### src/rtl/esc_dec_pkg.sv
package esc_dec_pkg;
    localparam int BYTE_W = 8;
    localparam int SYM_W  = BYTE_W + 1;
    localparam int CODE_W = 3;
    localparam int PFX_W  = BYTE_W - 2 * CODE_W;

    localparam logic [BYTE_W-1:0] MARK_BYTE = 8'hCA;
    localparam logic [BYTE_W-1:0] XON_BYTE  = 8'h11;
    localparam logic [BYTE_W-1:0] XOFF_BYTE = 8'h13;
    localparam logic [BYTE_W-1:0] PAD_BYTE  = 8'h47;
    localparam logic [PFX_W-1:0]  CODE_PFX  = 2'b01;

    typedef enum logic {
        IDLE_ST     = 1'b0,
        ESC_PEND_ST = 1'b1
    } dec_state_t;
endpackage

### src/rtl/esc_code_decode.sv
module esc_code_decode
    import esc_dec_pkg::*;
(
    input  logic [BYTE_W-1:0] code_byte,
    output logic              fmt_ok,
    output logic [SYM_W-1:0]  code_sym
);
    logic [CODE_W-1:0] code;
    logic [CODE_W-1:0] code_n;
    logic [PFX_W-1:0]  pfx;
    logic [BYTE_W-1:0] lit;

    assign code   = code_byte[CODE_W-1:0];
    assign code_n = code_byte[2*CODE_W-1:CODE_W];
    assign pfx    = code_byte[BYTE_W-1:2*CODE_W];

    assign fmt_ok = (pfx == CODE_PFX) && (code_n == ~code);

    always_comb begin
        unique case (code[1:0])
            2'd0:    lit = XON_BYTE;
            2'd1:    lit = XOFF_BYTE;
            2'd2:    lit = PAD_BYTE;
            default: lit = MARK_BYTE;
        endcase
    end

    always_comb begin
        if (code[CODE_W-1]) begin
            code_sym = {1'b0, lit};
        end else begin
            code_sym = '0;
            code_sym[SYM_W-1]    = 1'b1;
            code_sym[CODE_W-1:0] = code;
        end
    end
endmodule

### src/rtl/sym_hold_reg.sv
module sym_hold_reg
    import esc_dec_pkg::*;
(
    input  logic             clk,
    input  logic             rst,
    input  logic             load,
    input  logic [SYM_W-1:0] load_sym,
    input  logic             hold,
    output logic             vld,
    output logic [SYM_W-1:0] sym
);
    always_ff @(posedge clk) begin
        if (rst) begin
            vld <= 1'b0;
            sym <= '0;
        end else begin
            if (load) begin
                vld <= 1'b1;
                sym <= load_sym;
            end else begin
                vld <= vld && hold;
            end
        end
    end

    // a symbol refused by the consumer stays put
    a_r9_held_stable: assert property (@(posedge clk) disable iff (rst)
        (vld && hold) |=> (vld && $stable(sym)));

    // loading while the old symbol drains yields a valid symbol next cycle
    a_r10_reload: assert property (@(posedge clk) disable iff (rst)
        (load && vld && !hold) |=> vld);
endmodule

### src/rtl/esc_stream_decoder.sv
module esc_stream_decoder
    import esc_dec_pkg::*;
(
    input  logic              clk,
    input  logic              rst,
    input  logic              byte_en,
    input  logic [BYTE_W-1:0] byte_data,
    output logic              byte_busy,
    output logic              sym_vld,
    output logic [SYM_W-1:0]  sym_data,
    input  logic              sym_hold,
    output logic              err
);
    dec_state_t       state_q;
    dec_state_t       state_d;
    logic             acc;
    logic             fmt_ok;
    logic [SYM_W-1:0] code_sym;
    logic             emit;
    logic [SYM_W-1:0] emit_sym;
    logic             err_d;
    logic             is_mark;
    logic             is_artefact;

    assign byte_busy   = sym_vld && sym_hold;
    assign acc         = byte_en && !byte_busy;
    assign is_mark     = (byte_data == MARK_BYTE);
    assign is_artefact = (byte_data == XON_BYTE) || (byte_data == XOFF_BYTE) ||
                         (byte_data == PAD_BYTE);

    esc_code_decode u_code (
        .code_byte (byte_data),
        .fmt_ok    (fmt_ok),
        .code_sym  (code_sym)
    );

    always_ff @(posedge clk) begin
        if (rst) begin
            state_q <= IDLE_ST;
            err     <= 1'b0;
        end else begin
            state_q <= state_d;
            err     <= err_d;
        end
    end

    always_comb begin
        state_d  = state_q;
        emit     = 1'b0;
        emit_sym = {1'b0, byte_data};
        err_d    = 1'b0;
        if (acc) begin
            unique case (state_q)
                IDLE_ST: begin
                    if (is_mark) begin
                        state_d = ESC_PEND_ST;            // mark
                    end else if (!is_artefact) begin
                        emit = 1'b1;
                    end
                end
                ESC_PEND_ST: begin
                    if (is_mark) begin
                        err_d = 1'b1;                     // re-escape
                    end else if (fmt_ok) begin
                        state_d  = IDLE_ST;               // decode
                        emit     = 1'b1;
                        emit_sym = code_sym;
                    end else begin
                        state_d = IDLE_ST;                // reject
                        err_d   = 1'b1;
                    end
                end
                default: state_d = IDLE_ST;
            endcase
        end
    end

    sym_hold_reg u_out (
        .clk      (clk),
        .rst      (rst),
        .load     (emit),
        .load_sym (emit_sym),
        .hold     (sym_hold),
        .vld      (sym_vld),
        .sym      (sym_data)
    );

    // an error pulse follows an accepted byte
    a_r4_err_after_accept: assert property (@(posedge clk) disable iff (rst)
        err |-> $past(acc));

    // comma symbols carry zeros between bit 8 and the code
    a_r5_comma_shape: assert property (@(posedge clk) disable iff (rst)
        (sym_vld && sym_data[SYM_W-1]) |-> (sym_data[BYTE_W-1:CODE_W] == '0));

    // a marker taken in IDLE_ST opens an escape and emits nothing
    a_r3_mark_pends: assert property (@(posedge clk) disable iff (rst)
        (acc && is_mark && state_q == IDLE_ST) |=> (state_q == ESC_PEND_ST && !err));

    // a second marker keeps the escape pending
    a_r8_reescape: assert property (@(posedge clk) disable iff (rst)
        (acc && is_mark && state_q == ESC_PEND_ST) |=> (state_q == ESC_PEND_ST && err));

    // a newly valid symbol needs an accepted byte
    a_r9_vld_source: assert property (@(posedge clk) disable iff (rst)
        $rose(sym_vld) |-> $past(acc));
endmodule

### config.mk
export PLATFORM = sky130hd
export DESIGN_NAME = esc_stream_decoder
export DESIGN_NICKNAME = d
export VERILOG_FILES = /design/src/rtl/esc_dec_pkg.sv /design/src/rtl/esc_code_decode.sv /design/src/rtl/sym_hold_reg.sv /design/src/rtl/esc_stream_decoder.sv
export SDC_FILE = /design/constraint.sdc
export NUM_CORES = 1
export LEC_CHECK = 0
export BUFFER_PORTS_ARGS = -buffer_cell sky130_fd_sc_hd__buf_2
export CAP_MARGIN = 10
export CORE_ASPECT_RATIO = 0.8
export CORE_MARGIN = 2
export CORE_UTILIZATION = 30
export DETAILED_ROUTE_END_ITERATION = 10
export SLEW_MARGIN = 20
export SYNTH_ARGS = -nofsm -noshare
export SYNTH_HDL_FRONTEND = slang
export SYNTH_SLANG_ARGS = --single-unit
### constraint.sdc
create_clock -name clk -period 3.14 [get_ports clk]
set_clock_uncertainty 0.1 [all_clocks]
set_input_delay 0.628 -clock clk [delete_from_list [all_inputs] [get_ports clk]]
set_output_delay 0.628 -clock clk [all_outputs]
set_load 0.05 [all_outputs]
==> impl_metrics.env <==
export IMPL_layout_min_cycle_time_ns=1.89
export IMPL_die_h_um=49
export IMPL_drt_iter0_drc=17
export IMPL_ys_ff_latch=12
export IMPL_yosys_area_share_simple_pct=25.5
export IMPL_path_class="in2reg"
export IMPL_cp_slowest_cell="o32a_1"
export IMPL_p_comb_share_pct=27.2
export IMPL_die_x_um=60.3
export IMPL_setup_slack_ns=1.25
export IMPL_r2r_end="u_out.sym[1]"
export IMPL_grt_usage_pct=14.0
export IMPL_clockRootBuffer="clkbuf_4"
export IMPL_cts_made_buffers=3
export IMPL_p_leak_nw=0.345
export IMPL_nets=113
export IMPL_syn_nets=89
export IMPL_tightest_slew_ns=0.505
export IMPL_hold_violations=0
export IMPL_internal_power_w=0.000236
export IMPL_worst_path_largest_cell_delay_ns=0.42
export IMPL_syn_avg_cell_area_um2=9.86
export IMPL_switching_share_pct=34.1
export IMPL_finalCritPeriodShare_pct=60.2
export IMPL_viasPerCell=5.13
export IMPL_final_common_cell="buf_2"
export IMPL_rsz0062_at_grt="no"
export IMPL_synth_cells=77
export IMPL_p_total_w=0.000358
export IMPL_crit_buf_inv=1
export IMPL_p_per_area_nw_per_um2=395
export IMPL_clock_fmax_mhz=529
export IMPL_syn_to_final_growth_pct=19.6
export IMPL_cap_violations=0
export IMPL_antenna_cells_inserted=0
export IMPL_mostFrequentLayoutCells="buf_2, dfxtp_1, o21ai_0"
export IMPL_path_clk_slew_ns=0.07
export IMPL_hp_class="reg2reg"
export IMPL_max_clock_path_buffers=2
export IMPL_timing_rr_start="u_out.vld"
export IMPL_synth_top_family_by_area="compound AO/OA/AOI/OAI gates"
export IMPL_post_cts_buffers=0
export IMPL_initial_core_util_pct=31.4
export IMPL_pwr_share_clk_pct=27.2
export IMPL_hold_buffers=0
export IMPL_worst_slew_margin_rel_pct=66.0
export IMPL_status="complete, no violations"
export IMPL_grt_overflow_total=0
export IMPL_dieArea_um2=2950
export IMPL_design_area_um2=908
export IMPL_required_ns=3.22
export IMPL_path_depth=5
export IMPL_slew_viol_final=0
export IMPL_ys_warn_count=0
export IMPL_post_drt_wl_per_cell_um=13.8
export IMPL_place_area_um2=886
export IMPL_synth_seq_area_share_pct=31.6
export IMPL_grt_pass1_vias=662
export IMPL_synth_xor_area_share_pct=3.46
export IMPL_antenna_found_initial=0
export IMPL_route_detailed_drc=0
export IMPL_wl_mm=1.87
export IMPL_drive_gt1_share_pct=39.4
export IMPL_synth_compound_area_share_pct=34.4
export IMPL_clk_latency_ns=0.28
export IMPL_endpoint_kind="register"
export IMPL_place_congestion=0.843
export IMPL_setup_tns_final_ns=0
export IMPL_ioPinCount=24
export IMPL_synth_cell_types=39
export IMPL_rrSetupSlack_ns=1.43
export IMPL_grt_pass1_wl_mm=3.10
export IMPL_cts_tree="yes"
export IMPL_hold_start="u_out.sym[5]"
export IMPL_cts_resized=0
export IMPL_dp_slack_ns=0.972
export IMPL_setup_viol=0
export IMPL_syn_cell_area_um2=759
export IMPL_coreArea_um2=2420
export IMPL_final_antenna_net_count=0
export IMPL_htree_levels=1
export IMPL_cp_top_family="compound AO/OA/AOI/OAI gates"
export IMPL_dr_total_vias=692
export IMPL_grt_max_degree=13
export IMPL_dr_pass1_iters=4
export IMPL_hpwlAfterDp_mm=1.43
export IMPL_pwr_share_seq_pct=45.6
export IMPL_synth_mux_area_fraction_pct=0
export IMPL_clock_sinks=12
export IMPL_startpoint_type="input port"
export IMPL_cp_arrival_ns=1.97
export IMPL_synthAdderAreaFrac_pct=0
export IMPL_portBuffers=23
export IMPL_reg2reg_depth=4
export IMPL_crit_path_start="byte_data[2]"
export IMPL_holdPathEnd="u_out.sym[5]"
export IMPL_row_count=16
export IMPL_vdd_ir_drop_max_mv=0.0960
export IMPL_cp_max_fo=12
export IMPL_power_switching_w=0.000122
export IMPL_cp_cell_sequence="buf_2 > xor2_1 > nand4_2 > o32a_1 > o221a_1"
export IMPL_hold_depth=2
layer usage:
| metal | vias to the layer above | track usage [%] | share of wire, % |
|---|---|---|---|
| met2 | 16 | 21.7 | 48 |
| met4 | 0 | 7.04 | 1.5 |
| met3 | 3 | 3.18 | 2.7 |
| met5 | - | 0 | 0 |
| li1 | 347 | - | - |
| met1 | 326 | 17.7 | 47 |
registers in the layout, indices dropped and copies added, names as in the netlist:
signal	cells
u_out.sym	9
err	1
state_q	1
u_out.vld	1
cells by family (layout without fill, tap and decap cells):
group                     count (synthesis)  count (layout)
buffers and inverters                     5              27
xor gates and xnor gates                  3               3
and+or+nand+nor                          28              28
AOI/OAI and AO/OA                        29              29
DFF                                      12              12
worst reg2reg max path: stages, from the launching register on:
cell and delay (ns):
dfxtp_1 0.33, a21boi_0 0.36, nand2_2 0.22, o32a_1 0.39
o221a_1 0.22
metrics by stage:
step / instances / utilization, % / hold WS (ns)
2_1_floorplan: 77 / - / 0.442
4_1_cts: 135 / 37.5 / 0.392
3_5_place_dp: 132 / 36.6 / 0.378
6_report: 135 / 37.5 / 0.390
5_1_grt: 135 / 37.5 / 0.429
3_3_place_gp: 132 / 36.6 / 0.376
synth_stat cells:
cell type,instances,area (um^2)
nor4b_2,1,15.0
o22ai_2,1,12.5
a21bo_2,1,10.0
o32a_1,1,10.0
and4b_1,1,10.0
o21ai_0,6,30.0
nor3_1,1,5.00
nand3_1,5,25.0
and2_1,2,12.5
dfxtp_1,12,240
nand2_2,1,6.26
a311oi_1,2,17.5
or2_4,1,8.76
o32ai_2,1,16.3
a21oi_1,1,5.00
a31oi_1,1,6.26
nand2_1,5,18.8
a211oi_4,1,20.0
nor2b_1,3,18.8
nand4_2,1,12.5
a211o_4,1,17.5
o21ba_2,1,10.0
a211oi_1,2,15.0
o32ai_1,1,8.76
buf_4,1,7.51
nand2b_1,1,6.26
a2bb2oi_1,2,17.5
o221a_2,1,11.3
and4bb_4,2,32.5
o21a_1,2,15.0
buf_1,1,3.75
buf_6,2,22.5
o221a_1,1,11.3
nor2_1,2,7.51
inv_1,1,3.75
xor2_1,3,26.3
nor3b_1,2,15.0
a32o_1,2,20.0
a21boi_0,1,7.51
how the worst max path moves through the flow:
stage                         to
global route        u_out.sym[8]
detailed placement  u_out.sym[1]
global placement    u_out.sym[8]
finish              u_out.sym[1]
floorplan           u_out.sym[1]
CTS                 u_out.sym[1]
power by group through the flow:
stage | sequential, W | combinational, W | clock, W
6_report | 0.000164 | 0.0000975 | 0.0000974
3_3_place_gp | 0.000167 | 0.0000964 | 0
2_1_floorplan | 0.000194 | 0.0000449 | 0
3_5_place_dp | 0.000167 | 0.0000974 | 0
5_1_grt | 0.000165 | 0.000103 | 0.000110
4_1_cts | 0.000164 | 0.0000974 | 0.0000990
layout make-up:
cell class | count | area, um^2
Clock buffer | 3 | 22.5
Fill cell | 271 | 1510
Inverter | 1 | 3.75
Multi-Input combinational cell | 60 | 482
Sequential cell | 12 | 240
Tap cell | 36 | 45.0
Timing Repair Buffer | 23 | 115
Power figures use the tool's default switching activity.
